## src/rtl/gpio_slice_pkg.sv

```systemverilog
package gpio_slice_pkg;

    typedef enum logic [1:0] {
        OVR_PASS   = 2'd0,
        OVR_INVERT = 2'd1,
        OVR_LOW    = 2'd2,
        OVR_HIGH   = 2'd3
    } ovr_e;

    typedef enum logic [1:0] {
        ALIAS_NORMAL = 2'd0,
        ALIAS_HOLE   = 2'd1,
        ALIAS_SET    = 2'd2,
        ALIAS_CLEAR  = 2'd3
    } alias_e;

    typedef struct packed {
        logic [3:0] irq_en;
        ovr_e       oe_ovr;
        ovr_e       out_ovr;
        logic [4:0] fsel;
    } ctl_t;

    localparam int          WORD_W      = 32;
    localparam int          FSEL_LSB    = 0;
    localparam int          OUT_OVR_LSB = 12;
    localparam int          OE_OVR_LSB  = 14;
    localparam int          IRQ_EN_LSB  = 20;
    localparam int          EVT_RST_BIT = 28;
    localparam logic [4:0]  FSEL_NONE   = 5'h1F;

    localparam int IRQ_FALL = 0;
    localparam int IRQ_RISE = 1;
    localparam int IRQ_LOW  = 2;
    localparam int IRQ_HIGH = 3;

    localparam logic [WORD_W-1:0] CTL_MASK =
        (WORD_W'(32'h1F) << FSEL_LSB) | (WORD_W'(32'h3) << OUT_OVR_LSB) |
        (WORD_W'(32'h3) << OE_OVR_LSB) | (WORD_W'(32'hF) << IRQ_EN_LSB);

    function automatic logic [WORD_W-1:0] ctl_to_word(input ctl_t c);
        logic [WORD_W-1:0] w;
        w = '0;
        w[FSEL_LSB +: 5]    = c.fsel;
        w[OUT_OVR_LSB +: 2] = c.out_ovr;
        w[OE_OVR_LSB +: 2]  = c.oe_ovr;
        w[IRQ_EN_LSB +: 4]  = c.irq_en;
        return w;
    endfunction

    function automatic ctl_t word_to_ctl(input logic [WORD_W-1:0] w);
        ctl_t c;
        c.fsel    = w[FSEL_LSB +: 5];
        c.out_ovr = ovr_e'(w[OUT_OVR_LSB +: 2]);
        c.oe_ovr  = ovr_e'(w[OE_OVR_LSB +: 2]);
        c.irq_en  = w[IRQ_EN_LSB +: 4];
        return c;
    endfunction

    function automatic logic apply_ovr(input ovr_e mode, input logic sig);
        logic r;
        unique case (mode)
            OVR_PASS:   r = sig;
            OVR_INVERT: r = ~sig;
            OVR_LOW:    r = 1'b0;
            OVR_HIGH:   r = 1'b1;
            default:    r = sig;
        endcase
        return r;
    endfunction

endpackage

```

## src/rtl/gpio_slice_regs.sv

```systemverilog
module gpio_slice_regs
    import gpio_slice_pkg::*;
#(
    parameter int ADDR_W = 14
) (
    input  logic              clk,
    input  logic              rst_n,
    input  logic [ADDR_W-1:0] addr,
    input  logic              wr_en,
    input  logic [WORD_W-1:0] wdata,
    input  logic [WORD_W-1:0] status_word,
    output ctl_t              ctl,
    output logic [WORD_W-1:0] rdata,
    output logic              evt_reset
);

    localparam int ALIAS_LSB = ADDR_W - 2;

    alias_e            alias_sel;
    logic              is_ctl;
    logic [WORD_W-1:0] cur_word;
    logic [WORD_W-1:0] wmask;
    logic [WORD_W-1:0] nxt_word;
    logic              ctl_wr;
    ctl_t              ctl_q;

    assign alias_sel = alias_e'(addr[ALIAS_LSB +: 2]);
    assign is_ctl    = addr[2];
    assign cur_word  = ctl_to_word(ctl_q);
    assign wmask     = wdata & CTL_MASK;
    assign ctl_wr    = wr_en && is_ctl && (alias_sel != ALIAS_HOLE);
    assign evt_reset = wr_en && is_ctl && (alias_sel == ALIAS_SET) && wdata[EVT_RST_BIT];

    always_comb begin
        unique case (alias_sel)
            ALIAS_NORMAL: nxt_word = wmask;
            ALIAS_SET:    nxt_word = cur_word | wmask;
            ALIAS_CLEAR:  nxt_word = cur_word & ~wmask;
            default:      nxt_word = cur_word;
        endcase
    end

    always_ff @(posedge clk or negedge rst_n) begin
        if (!rst_n) begin
            ctl_q <= '{irq_en: 4'h0, oe_ovr: OVR_PASS, out_ovr: OVR_PASS, fsel: FSEL_NONE};
        end else if (ctl_wr) begin
            ctl_q <= word_to_ctl(nxt_word);
        end
    end

    always_comb begin
        if (alias_sel == ALIAS_HOLE) begin
            rdata = '0;
        end else if (is_ctl) begin
            rdata = cur_word;
        end else begin
            rdata = status_word;
        end
    end

    assign ctl = ctl_q;

    logic unused_addr;
    assign unused_addr = ^{addr[ALIAS_LSB-1:3], addr[1:0]};


    set_alias_keeps_bits_chk: assert property (@(posedge clk) disable iff (!rst_n)
        (wr_en && is_ctl && alias_sel == ALIAS_SET) |=>
        ((ctl_to_word(ctl_q) & $past(cur_word)) == $past(cur_word)));


    clear_alias_drops_bits_chk: assert property (@(posedge clk) disable iff (!rst_n)
        (wr_en && is_ctl && alias_sel == ALIAS_CLEAR) |=>
        ((ctl_to_word(ctl_q) & $past(wdata)) == '0));


    status_write_ignored_chk: assert property (@(posedge clk) disable iff (!rst_n)
        (wr_en && (!is_ctl || alias_sel == ALIAS_HOLE)) |=> $stable(ctl_q));

endmodule

```

## src/rtl/gpio_slice_mux.sv

```systemverilog
module gpio_slice_mux
    import gpio_slice_pkg::*;
#(
    parameter int NUM_FUNC = 9
) (
    input  logic                clk,
    input  logic                rst_n,
    input  ctl_t                ctl,
    input  logic [NUM_FUNC-1:0] func_out,
    input  logic [NUM_FUNC-1:0] func_oe,
    output logic                pad_out,
    output logic                pad_oe
);

    logic sel_out;
    logic sel_oe;
    logic connected;

    always_comb begin
        sel_out   = 1'b0;
        sel_oe    = 1'b0;
        connected = 1'b0;
        for (int i = 0; i < NUM_FUNC; i++) begin
            if (ctl.fsel == 5'(i)) begin
                sel_out   = func_out[i];
                sel_oe    = func_oe[i];
                connected = 1'b1;
            end
        end
    end

    assign pad_out = apply_ovr(ctl.out_ovr, sel_out);
    assign pad_oe  = apply_ovr(ctl.oe_ovr, sel_oe);


    unconnected_quiet_chk: assert property (@(posedge clk) disable iff (!rst_n)
        (!connected && ctl.out_ovr == OVR_PASS && ctl.oe_ovr == OVR_PASS) |-> (!pad_out && !pad_oe));


    force_high_out_chk: assert property (@(posedge clk) disable iff (!rst_n)
        (ctl.out_ovr == OVR_HIGH) |-> pad_out);


    force_off_oe_chk: assert property (@(posedge clk) disable iff (!rst_n)
        (ctl.oe_ovr == OVR_LOW) |-> !pad_oe);

endmodule

```

## src/rtl/gpio_slice_irq.sv

```systemverilog
module gpio_slice_irq
    import gpio_slice_pkg::*;
#(
    parameter int SYNC_STAGES = 2
) (
    input  logic       clk,
    input  logic       rst_n,
    input  logic       pad_in,
    input  logic       evt_reset,
    input  logic [3:0] irq_en,
    output logic       in_sync,
    output logic       fall_q,
    output logic       rise_q,
    output logic       irq
);

    logic [SYNC_STAGES-1:0] sync_r;
    logic                   prev_q;
    logic                   rise_evt;
    logic                   fall_evt;

    generate
        if (SYNC_STAGES == 1) begin : g_one
            always_ff @(posedge clk or negedge rst_n) begin
                if (!rst_n) sync_r <= '0;
                else        sync_r <= pad_in;
            end
        end else begin : g_chain
            always_ff @(posedge clk or negedge rst_n) begin
                if (!rst_n) sync_r <= '0;
                else        sync_r <= {sync_r[SYNC_STAGES-2:0], pad_in};
            end
        end
    endgenerate

    assign in_sync  = sync_r[SYNC_STAGES-1];
    assign rise_evt = in_sync && !prev_q;
    assign fall_evt = !in_sync && prev_q;

    always_ff @(posedge clk or negedge rst_n) begin
        if (!rst_n) begin
            prev_q <= 1'b0;
            rise_q <= 1'b0;
            fall_q <= 1'b0;
        end else begin
            prev_q <= in_sync;
            rise_q <= rise_evt || (rise_q && !evt_reset);
            fall_q <= fall_evt || (fall_q && !evt_reset);
        end
    end

    assign irq = (rise_q && irq_en[IRQ_RISE]) || (fall_q && irq_en[IRQ_FALL]) ||
                 (in_sync && irq_en[IRQ_HIGH]) || (!in_sync && irq_en[IRQ_LOW]);


    rise_sticky_chk: assert property (@(posedge clk) disable iff (!rst_n)
        (rise_q && !evt_reset) |=> rise_q);


    fall_sticky_chk: assert property (@(posedge clk) disable iff (!rst_n)
        (fall_q && !evt_reset) |=> fall_q);


    reset_clears_rise_chk: assert property (@(posedge clk) disable iff (!rst_n)
        (evt_reset && !rise_evt) |=> !rise_q);


    no_enable_no_irq_chk: assert property (@(posedge clk) disable iff (!rst_n)
        (irq_en == 4'h0) |-> !irq);

endmodule

```

## src/rtl/gpio_pin_slice.sv

```systemverilog
module gpio_pin_slice
    import gpio_slice_pkg::*;
#(
    parameter int ADDR_W      = 14,
    parameter int NUM_FUNC    = 9,
    parameter int SYNC_STAGES = 2
) (
    input  logic                clk,
    input  logic                rst_n,
    input  logic [ADDR_W-1:0]   reg_addr,
    input  logic                reg_wr,
    input  logic [31:0]         reg_wdata,
    output logic [31:0]         reg_rdata,
    input  logic [NUM_FUNC-1:0] func_out,
    input  logic [NUM_FUNC-1:0] func_oe,
    input  logic                pad_in,
    output logic                pad_out,
    output logic                pad_oe,
    output logic                irq
);

    ctl_t        ctl;
    logic        evt_reset;
    logic        in_sync;
    logic        fall_q;
    logic        rise_q;
    logic        irq_w;
    logic [31:0] status_word;

    assign status_word = {28'h0, irq_w, rise_q, fall_q, in_sync};
    assign irq         = irq_w;

    gpio_slice_regs #(.ADDR_W(ADDR_W)) regs_i (
        .clk         (clk),
        .rst_n       (rst_n),
        .addr        (reg_addr),
        .wr_en       (reg_wr),
        .wdata       (reg_wdata),
        .status_word (status_word),
        .ctl         (ctl),
        .rdata       (reg_rdata),
        .evt_reset   (evt_reset)
    );

    gpio_slice_mux #(.NUM_FUNC(NUM_FUNC)) mux_i (
        .clk      (clk),
        .rst_n    (rst_n),
        .ctl      (ctl),
        .func_out (func_out),
        .func_oe  (func_oe),
        .pad_out  (pad_out),
        .pad_oe   (pad_oe)
    );

    gpio_slice_irq #(.SYNC_STAGES(SYNC_STAGES)) irq_i (
        .clk       (clk),
        .rst_n     (rst_n),
        .pad_in    (pad_in),
        .evt_reset (evt_reset),
        .irq_en    (ctl.irq_en),
        .in_sync   (in_sync),
        .fall_q    (fall_q),
        .rise_q    (rise_q),
        .irq       (irq_w)
    );

endmodule

```

## config.mk

```make
export PLATFORM = sky130hd
export DESIGN_NAME = gpio_pin_slice
export DESIGN_NICKNAME = d
export VERILOG_FILES = /design/src/rtl/gpio_slice_pkg.sv /design/src/rtl/gpio_slice_regs.sv /design/src/rtl/gpio_slice_mux.sv /design/src/rtl/gpio_slice_irq.sv /design/src/rtl/gpio_pin_slice.sv
export SDC_FILE = /design/constraint.sdc
export NUM_CORES = 1
export LEC_CHECK = 0
export BUFFER_PORTS_ARGS = -buffer_cell sky130_fd_sc_hd__buf_2
export CAP_MARGIN = 30
export CORE_ASPECT_RATIO = 0.7
export CORE_MARGIN = 4
export CORE_UTILIZATION = 30
export CTS_CLUSTER_SIZE = 25
export DETAILED_ROUTE_END_ITERATION = 6
export PLACE_DENSITY = 0.76
export SLEW_MARGIN = 0
export SYNTH_ARGS = -nofsm -noshare
export SYNTH_HDL_FRONTEND = slang
export SYNTH_SLANG_ARGS = --single-unit
```

## constraint.sdc

```tcl
create_clock -name clk -period 2.09 [get_ports clk]
set_input_delay 0.209 -clock clk [delete_from_list [all_inputs] [get_ports clk]]
set_output_delay 0.209 -clock clk [all_outputs]
set_load 0.02 [all_outputs]
```

==> flow_summary.yaml <==
outcome:
  status: "finished with violations"
  violations: "negative setup slack"
global_route:
  grt_use_total_pct: 12.54
  grt_pass1_vias: 1151
  grt.met3_usage_pct: 3.776
  antenna_found_initial: 0
  gr-usage-met2_pct: 18.42
  grt_max_degree: 19
  use_met1_pct: 17.55
  grt_pass1_wl_um: 5526
  gr-total-overflow: 0
  grt-busiest-layer: "met2"
die:
  die_w_um: 87.36
  core_mm2: 0.004089
  fp-row-count: 19
  initial_core_util_pct: 32.34
  die_y_um: 63.55
  ios: 103
  die-area_mm2: 0.005552
setup_path:
  crit_buf_inv: 1
  r2r_setup_slack_ns: 0.90
  cp_max_fo: 5
  cpMaxStageDelayCell: "or4b_2"
  r2r-end: "regs_i.ctl[0]"
  cp_slowest_stage_delay_ns: 0.59
  worstSetupStartpointType: "flip-flop"
  cp-end-kind: "output port"
  crit_chain: "or4b_2 > nand4_1 > o21ai_1 > a2bb2oi_2 > buf_4"
  path_class: "reg -> out"
  rr_startpoint: "regs_i.ctl[0]"
  worstRegToRegCells: 3
  arrival_ns: 2.02
  worst_path_dominant_cell_family: "simple AND/OR/NAND/NOR gates"
  required_ns: 1.88
yosys:
  ys_async_sr_fraction_pct: 100.0
  postSynthCellCount: 157
  avgSynthCellArea_um2: 8.424
  ys_seq_elements: 18
  netlist_area_mm2: 0.001323
  ys_types: 32
  yosys_warnings: 0
  ys_seq_area_share_pct: 34.53
  synth_ff_type: "dfrtp_1"
  synth_edf_count: 0
worst_hold_path:
  worstHoldStart: "pad_in"
  hp-class: "in -> reg"
  min_path_cells: 1
  min_to: "irq_i.sync_r[0]"
clocking:
  h-tree-depth: 1
  cts_tree: "yes"
  cts.clk_slew.worst_paths_ns: 0.07
  clkLatencyLatePin_ns: 0.25
  clk_path_buf_depth: 2
  cts_sinks: 18
  cts-root-buf: "clkbuf_8"
  numCtsBuffers: 3
power:
  clkPwrFrac_pct: 25.9
  power_switching_mw: 0.3604
  switching_share_pct: 33.14
  pwr-share-comb_pct: 35.4
  power.density_mw_per_mm2: 618.6
  total_power_mw: 1.087
  internal-power_mw: 0.7270
  leakage_nw: 0.8639
  pwr-share-seq_pct: 38.7
  ir_drop_uv: 230.7
drt:
  vias: 1271
  ant_nets: 0
  wirelength_um: 3672
  firstDrtPassIters: 4
  drt_iter0_drc: 50
  wl_per_cell_um: 13.50
  vias_per_cell: 4.673
  drcViolationCount: 0
placed_design:
  place_congestion: 0.8407
  dpl.hpwl_um: 2820
  io_buffers: 54
  dpl_worst_slack_ns: 0.01661
final_layout:
  diodes: 0
  layout.nets: 289
  area_growth_pct: 32.92
  layout_commonest_cell: "buf_2"
  layout_common_cells: "buf_2, nor2_1, conb_1, a21oi_1"
  nFillCells: 422
  layout-drive-gt1-share_pct: 38.64
  final_util_pct: 42.99
sta:
  hold_ws_ns: 0.06466
  fin_crit_sh_pct: 106.4
  final.setup_skew_ns: 0.003464
  setup_viol: 2
  rsz0062_at_grt: "yes"
  worstMarginPinSlew_ns: 0.5230
  final_hold_viol_count: 0
  drv_slew: 0
  max_freq_mhz: 449.5
  fin_ws_ns: -0.1345
  fin_tns_setup_ns: -0.2473
  relSlewSlack_pct: 65.06
  fin_crit_ns: 2.225
flow_run:
  cap_violations: 0
final cells by class:
cell class              instances  area (um^2)  area share, %
inverters                       2        7.507         0.4270
clock buffers                   4        55.05          3.132
repair buffers                 67        379.1          21.57
flip-flops and latches         18        456.7          25.98
well taps                      52        65.06          3.701
multi-input cells             129        794.5          45.20
cell families after synthesis:
kind of cell | share of synthesized area (%)
AO/OA/AOI/OAI | 21.00
XOR/XNOR | 0.6624
buffers and inverters | 14.19
flip-flops | 34.53
multiplexers | 6.055
other | 0.2835
AND/OR/NAND/NOR | 23.27
worst max-delay path by stage:
| stage | startpoint | end | cells past startpoint |
|---|---|---|---|
| 2_1_floorplan | regs_i.ctl[3] | pad_oe | 5 |
| 3_3_place_gp | regs_i.ctl[3] | pad_oe | 6 |
| 3_5_place_dp | regs_i.ctl[3] | pad_oe | 6 |
| 4_1_cts | regs_i.ctl[1] | pad_out | 6 |
| 5_1_grt | regs_i.ctl[1] | pad_oe | 7 |
| 6_report | regs_i.ctl[2] | pad_out | 5 |
metal layers:
metal,vias up,routed length [um]
met5,-,0
met4,0,32
met3,4,251
met2,42,1703
met1,584,1684
li1,641,-
cells in the mapped netlist, drive strengths merged, types with 5 or more instances:
cell | n | area (um^2)
mux2i | 8 | 80.08
nor2b | 5 | 31.28
nand2 | 12 | 45.04
dfstp | 5 | 131.4
o21ai | 5 | 25.02
a21oi | 17 | 85.08
and2 | 9 | 56.30
nor2 | 21 | 78.83
dfrtp | 13 | 325.3
a211oi | 11 | 82.58
buf | 23 | 168.9
worst reg2reg max path, cell delays in order, from the launching register on:
cell	delay, ns
dfstp_2	0.60
buf_4	0.18
a21oi_1	0.07
a211oi_1	0.25
power groups by stage:
stage               Sequential (mW)  Clock, mW  Combinational, mW
floorplan                     0.411          0              0.262
global placement              0.425          0              0.341
detailed placement            0.424          0              0.345
CTS                           0.420      0.291              0.361
global route                  0.427      0.308              0.420
finish                        0.421      0.281              0.385
repair_timing:
action,CTS,global route
setup endpoints to repair,2,2
endpoints found under the hold margin,13,0
resized for setup,4,9
gates cloned,0,0
hold buffers,1,0
pin swaps,3,5
buffers inserted,1,2
registers in the layout (all words and copies together) (netlist names):
signal	flops
irq_i.fall_q	1
irq_i.prev_q	1
irq_i.rise_q	1
irq_i.sync_r	2
regs_i.ctl	13
through the flow:
step / instances / area (um^2)
after floorplan: 175 / 1390
after global placement: 264 / 1613
after detailed placement: 264 / 1613
after CTS: 270 / 1703
after global routing: 272 / 1758
final: 272 / 1758
(Power assumes the default switching activity.)
